==> config.mk <==
export PLATFORM = sky130hd
export DESIGN_NAME = pagemap_ctl
export DESIGN_NICKNAME = d
export VERILOG_FILES = /design/src/rtl/pagemap_ctl.sv
export SDC_FILE = /design/constraint.sdc
export NUM_CORES = 1
export LEC_CHECK = 0
export BUFFER_PORTS_ARGS = -buffer_cell sky130_fd_sc_hd__buf_2
export CAP_MARGIN = 10
export CORE_MARGIN = 4
export CORE_UTILIZATION = 45
export DETAILED_ROUTE_END_ITERATION = 10
export HOLD_SLACK_MARGIN = 0.12
export PLACE_DENSITY = 0.88
export REMOVE_ABC_BUFFERS = 1
export SLEW_MARGIN = 5
export SYNTH_ARGS = -nofsm -noshare
export SYNTH_HDL_FRONTEND = slang
export SYNTH_SLANG_ARGS = --single-unit
==> constraint.sdc <==
create_clock -name clk -period 2.85 [get_ports clk]
set_input_delay 0.1425 -clock clk [delete_from_list [all_inputs] [get_ports clk]]
set_output_delay 0.1425 -clock clk [all_outputs]
set_load 0.005 [all_outputs]
==> src/rtl/pagemap_ctl.sv <==
module pagemap_ctl #(
  parameter logic [7:0] LO_PORT  = 8'h01,
  parameter logic [7:0] HI_PORT  = 8'h02,
  parameter logic [7:0] SEL_PORT = 8'h05,
  parameter int         NBANK    = 7
) (
  input  logic        clk,
  input  logic        rst_n,
  input  logic [15:0] cpu_addr,
  input  logic        cpu_rd,
  input  logic        cpu_wr,
  input  logic [7:0]  bank_rdata,
  input  logic        io_wr,
  input  logic [7:0]  io_port,
  input  logic [7:0]  io_wdata,
  output logic [7:0]  io_rdata,
  output logic        fix_sel,
  output logic [6:0]  bank_stb,
  output logic [13:0] mem_off,
  output logic        win_void,
  output logic [7:0]  win_rdata,
  output logic [28:0] ext_addr,
  output logic [3:0]  cs_n,
  output logic        bus_err
);

  logic [7:0] lo_q, sel_q;
  logic [5:0] hi_q;

  always_ff @(posedge clk or negedge rst_n) begin
    if (!rst_n) begin
      lo_q  <= '0;
      hi_q  <= '0;
      sel_q <= '0;
    end else if (io_wr) begin
      if (io_port == LO_PORT)  lo_q  <= io_wdata;
      if (io_port == HI_PORT)  hi_q  <= io_wdata[5:0];
      if (io_port == SEL_PORT) sel_q <= io_wdata;
    end
  end

  always_comb begin
    if (io_port == LO_PORT)       io_rdata = lo_q;
    else if (io_port == HI_PORT)  io_rdata = {2'b00, hi_q};
    else if (io_port == SEL_PORT) io_rdata = sel_q;
    else                          io_rdata = 8'hFF;
  end

  wire       req     = cpu_rd | cpu_wr;
  wire       win_acc = req & (cpu_addr[15:14] == 2'b01);
  wire       ext_acc = req & cpu_addr[15];
  wire       short_miss = (sel_q == 8'd0) & (cpu_addr[13:12] != 2'b00);
  wire       win_hit = win_acc & (sel_q < 8'(NBANK)) & ~short_miss;
  wire [2:0] ebank   = hi_q[5:3];

  assign fix_sel   = req & (cpu_addr[15:14] == 2'b00);
  assign mem_off   = cpu_addr[13:0];
  assign win_void  = win_acc & ~win_hit;
  assign win_rdata = win_void ? 8'hFF : bank_rdata;
  assign ext_addr  = {hi_q, lo_q, cpu_addr[14:0]};
  assign bus_err   = ext_acc & ebank[2];

  for (genvar b = 0; b < NBANK; b++) begin : g_stb
    assign bank_stb[b] = win_hit & (sel_q == 8'(b));
  end

  for (genvar c = 0; c < 4; c++) begin : g_cs
    assign cs_n[c] = ~(ext_acc & (ebank == 3'(c)));
  end

endmodule


### Yosys cells after proc, flatten, opt, wreduce, memory -nomap -nowiden

Cells that the tools add are included.

* register bits after elaboration: 22
* logic and storage cells: 54

* order comparisons: 1
* reduce and logical (&&, ||, !) cells: 7
* multiplexer cells: 4
* eq/ne operators: 13
* bitwise gates (word level): 26

Operators by type and width (number)
* == test 8 x 3 -> 1 bit, second input constant: 4
* two-way mux 8 bit: 4
* == test 8 x 2 -> 1 bit, second input constant: 3
* AND 1 bit: 19
* == test 8 x 1 -> 1 bit, second input constant: 2
* logical NOT 8 bit: 1
* less-than comparator 8 x 3 -> 1 bit, second input constant: 1
* == test 3 x 2 -> 1 bit, second input constant: 2
* inverter 1 bit: 6
* AND reduction 2 bit: 3
* == test 3 x 1 -> 1 bit, second input constant: 1
* logical NOT 3 bit: 1
* == test 2 x 1 -> 1 bit, second input constant: 1
* logical NOT 2 bit: 1
* nonzero test 2 bit: 1
* OR 1 bit: 1

### Logic depth before layout (Yosys ltp)

* depth in word-level cells: 7
* mapped depth: 5

### Worst setup path before layout

Ideal clock, no wire load.

* kind: in2reg
* from: in io_port[6]
* to: reg sel_q[0]
* required time: 2.725 ns
* data arrival time: 1.613 ns
* cell stages on the path: 5
* library setup time: 0.125 ns
* setup slack: 1.112 ns
* buffers on the path: 2
* cells stage by stage: buf_6 or4b_4 or4_1 buf_6 mux2_4

* cells in the longest elaborated chain, start to end: 2

RTL lines
* start, declared: RTL line 14 `input logic [7:0] io_port,`
* == test 8 x 3 -> 1 bit: RTL line 38 `if (io_port == SEL_PORT) sel_q <= io_wdata;`
* AND reduction 2 bit (no source line)
* end signal, assigned: RTL line 38
* end, declared: RTL line 27 `logic [7:0] lo_q, sel_q;`

No other way between the ends.
A chain may end at the register's enable or synchronous reset.

### Final worst setup path

* from: in io_port[5]
* to: out io_rdata[7]

* cells in the longest elaborated chain, start to end: 4

RTL lines
* == test 8 x 3 -> 1 bit: RTL line 45 `else if (io_port == SEL_PORT) io_rdata = sel_q;`
* two-way mux 8 bit: RTL line 45
* two-way mux 8 bit: RTL line 44 `else if (io_port == HI_PORT) io_rdata = {2'b00, hi_q};`
* two-way mux 8 bit (*): RTL line 43 `if (io_port == LO_PORT) io_rdata = lo_q;`
* end, declared: RTL line 16 `output logic [7:0] io_rdata,`

Every way passes the cells marked *; elsewhere a longest branch is shown, timed or not.

==> impl_metrics.ini <==
[outcome]
status = finished clean

[route]
wire_per_inst_um = 16.3
dr_wl_met3_um = 630
viasPerCell = 5.78
top_layer = met4
antenna_left = 0
drc = 0
drtIter0Drc = 38
wl_met1_mm = 1.82
routed_wl_mm = 4.37
vias = 1548
first_pass_iters = 4
route.met2.wl_mm = 1.88

[layout]
drive_gt1_share_pct = 52.7
fillers = 322
nets = 266
utilization_pct = 53.8
syn_to_final_growth_pct = 15.8
insertedDiodeCount = 0

[synthesis]
ys_top_cells_by_count = buf_4, dfrtp_1, a21oi_1
synth.area.top_cells = dfrtp_1, buf_4, mux2_2
synthCells = 176
ys.flop_type = dfrtp_1
yosysWarningCount = 0
synth_edf_count = 0
synth-seq-cells = 22
synth_top_area_share_pct = 32.4
synth_top_area_cell = dfrtp_1
yosysMostFrequentCell = buf_4
synthDistinctLibCells = 31
async_reset_ff_share_pct = 100
ys_seq_area_share_pct = 32.4
avgSynthCellArea_um2 = 9.66
netlist_area_mm2 = 0.00170

[timing]
timing.final.ws_setup_ns = 0.823
finalCriticalPeriod_ns = 2.03
setup_viol = 0
fmax_ghz = 0.493
max_slew_margin_pct = 59.4
rsz0062_at_grt = no
fin_setup_tns_ns = 0
tightestPinTransition_ns = 0.604
drv_slew = 0
hold_viol = 0
clock-skew-final_ns = 0
fin_crit_sh_pct = 71.1

[clock_tree]
cts_tree = built
cts_buffer_depth = 2
clock-sinks = 22
clockRootBuffer = clkbuf_8
clk_pin_slew_ns = 0.08
cts_setup_buffers = 0
cts_buffers = 3
clock_latency_ns = 0.26
htree_levels = 1

[die]
rows = 22
initial_core_util_pct = 46.4
ios = 118
die_x_um = 69.5
die_h_um = 69.5
core_mm2 = 0.00366
dieArea_mm2 = 0.00483

[hold_path]
hp-start = io_wdata[3]
worstHoldPathType = input pin to flip-flop

[worst_setup_path]
cp-start-kind = input pin
crit_arrival_ns = 1.88
r2r-end = sel_q[3]$_DFFE_PN0P_
setup.worst_path.start = io_port[5]
crit_path_end = io_rdata[7]
worstPathCellList = buf_2, or4_1, a2111oi_0, o2bb2ai_1, buf_2
crit_path_max_incr_delay_ns = 0.79
criticalPathCategory = input pin to primary output
regToRegSetupSlack_ns = 1.92
cp_data_required_time_ns = 2.71
crit_top_cell = buf_2
rr_worst_depth = 1
reg2reg_from = sel_q[3]$_DFFE_PN0P_
critPathSlowestCell = or4_1
worstPathMaxFanout = 17
critPathCaptureType = primary output

[placement]
dp_worst_setup_slack_ns = 0.766
globalplace.congestion = 0.752
port_buffers = 81
place_hpwl_mm = 3.40

[global_routing]
grt_max_degree = 23
grt_pass1_wl_mm = 6.75
grt_use_total_pct = 17.1
antenna_found_initial = 0
grt_overflow = 0
grt_pass1_vias = 1353

[power]
vdd_ir_drop_max_mv = 0.319
power_per_cell_area_mw_per_mm2 = 400
p_leak_nw = 0.946

[job]
maxCapViolCount = 0
## where the power goes
part / total (mW) / internal, mW / switching, mW / leakage [nW]
combinational: 0.156 / 0.0736 / 0.0822 / 0.607
sequential: 0.345 / 0.327 / 0.0187 / 0.303
clock: 0.286 / 0.188 / 0.0985 / 0.0357
## cells by family (layout without fill, tap and decap cells)
logic type,after synthesis,after routing,synth area share (%)
simple gates,47,47,18.4
mux,22,22,16.3
compound gates,37,37,15.0
buf+inv,48,92,17.9
flops,22,22,32.4
## cell type report
| class | instances | area [µm²] | share of cell area, % |
|---|---|---|---|
| repair buffers | 83 | 423 | 21.5 |
| flip-flops and latches | 22 | 551 | 28.0 |
| inverters | 5 | 18.8 | 0.953 |
| well taps | 48 | 60.1 | 3.05 |
| clock buffers | 3 | 41.3 | 2.10 |
| clock inverters | 1 | 30.0 | 1.52 |
| multi-input cells | 106 | 846 | 42.9 |
## per-layer routing
layer | track usage [%] | vias to the layer above
li1 | - | 726
met4 | 5.64 | 0
met3 | 9.13 | 4
met2 | 24.6 | 113
met1 | 21.4 | 705
met5 | 5.56 | -
## state kept, by name (all words and copies together), names as in the netlist
name / cells
sel_q: 8
lo_q: 8
hi_q: 6
## worst max-delay path, delay by kind of cell
family                 cells  cell delay (ns)
AOI/OAI and AO/OA          2             0.70
buffers and inverters      2             0.24
and+or+nand+nor            1             0.79
## cells in the final DEF, fill, tap and decap left out, types with 2 or more instances in the layout
cell / Yosys / final
mux2_4: 8 / 8
buf_2: 0 / 81
dfrtp_1: 22 / 22
nand3_1: 2 / 2
nor3_1: 11 / 11
or4_1: 4 / 4
o21ai_0: 2 / 2
or2_2: 2 / 2
clkbuf_8: 0 / 3
inv_1: 5 / 5
a21oi_1: 16 / 16
nand3b_1: 2 / 2
nor4_1: 12 / 12
mux2_2: 14 / 14
o2bb2ai_1: 8 / 8
nor2_1: 4 / 4
a2111oi_0: 8 / 8
## per-stage QoR
| stage | power (mW) | hold WS [ns] | area, µm² | cells |
|---|---|---|---|---|
| 3_5_place_dp | 0.506 | 0.124 | 1890 | 263 |
| 2_1_floorplan | 0.422 | -0.153 | 1420 | 133 |
| 6_report | 0.787 | 0.136 | 1970 | 268 |
| 3_3_place_gp | 0.501 | 0.119 | 1890 | 263 |
| 4_1_cts | 0.793 | 0.131 | 1970 | 268 |
| 5_1_grt | 0.827 | 0.124 | 1970 | 268 |
## timing repair
action	4_1_cts	5_1_grt
gates resized for setup	0	0
hold buffers	1	0
hold endpoints to repair	22	0
## worst min-delay path by stage
stage / cells after the start / slack [ns] / end
finish: 2 / 0.14 / sel_q[3]$_DFFE_PN0P_
global placement: 1 / 0.12 / lo_q[1]$_DFFE_PN0P_
floorplan: 0 / -0.15 / hi_q[0]$_DFFE_PN0P_
global route: 2 / 0.12 / sel_q[7]$_DFFE_PN0P_
detailed placement: 1 / 0.12 / lo_q[1]$_DFFE_PN0P_
CTS: 2 / 0.13 / sel_q[7]$_DFFE_PN0P_
Note: power is estimated with default switching activity, not from simulation.
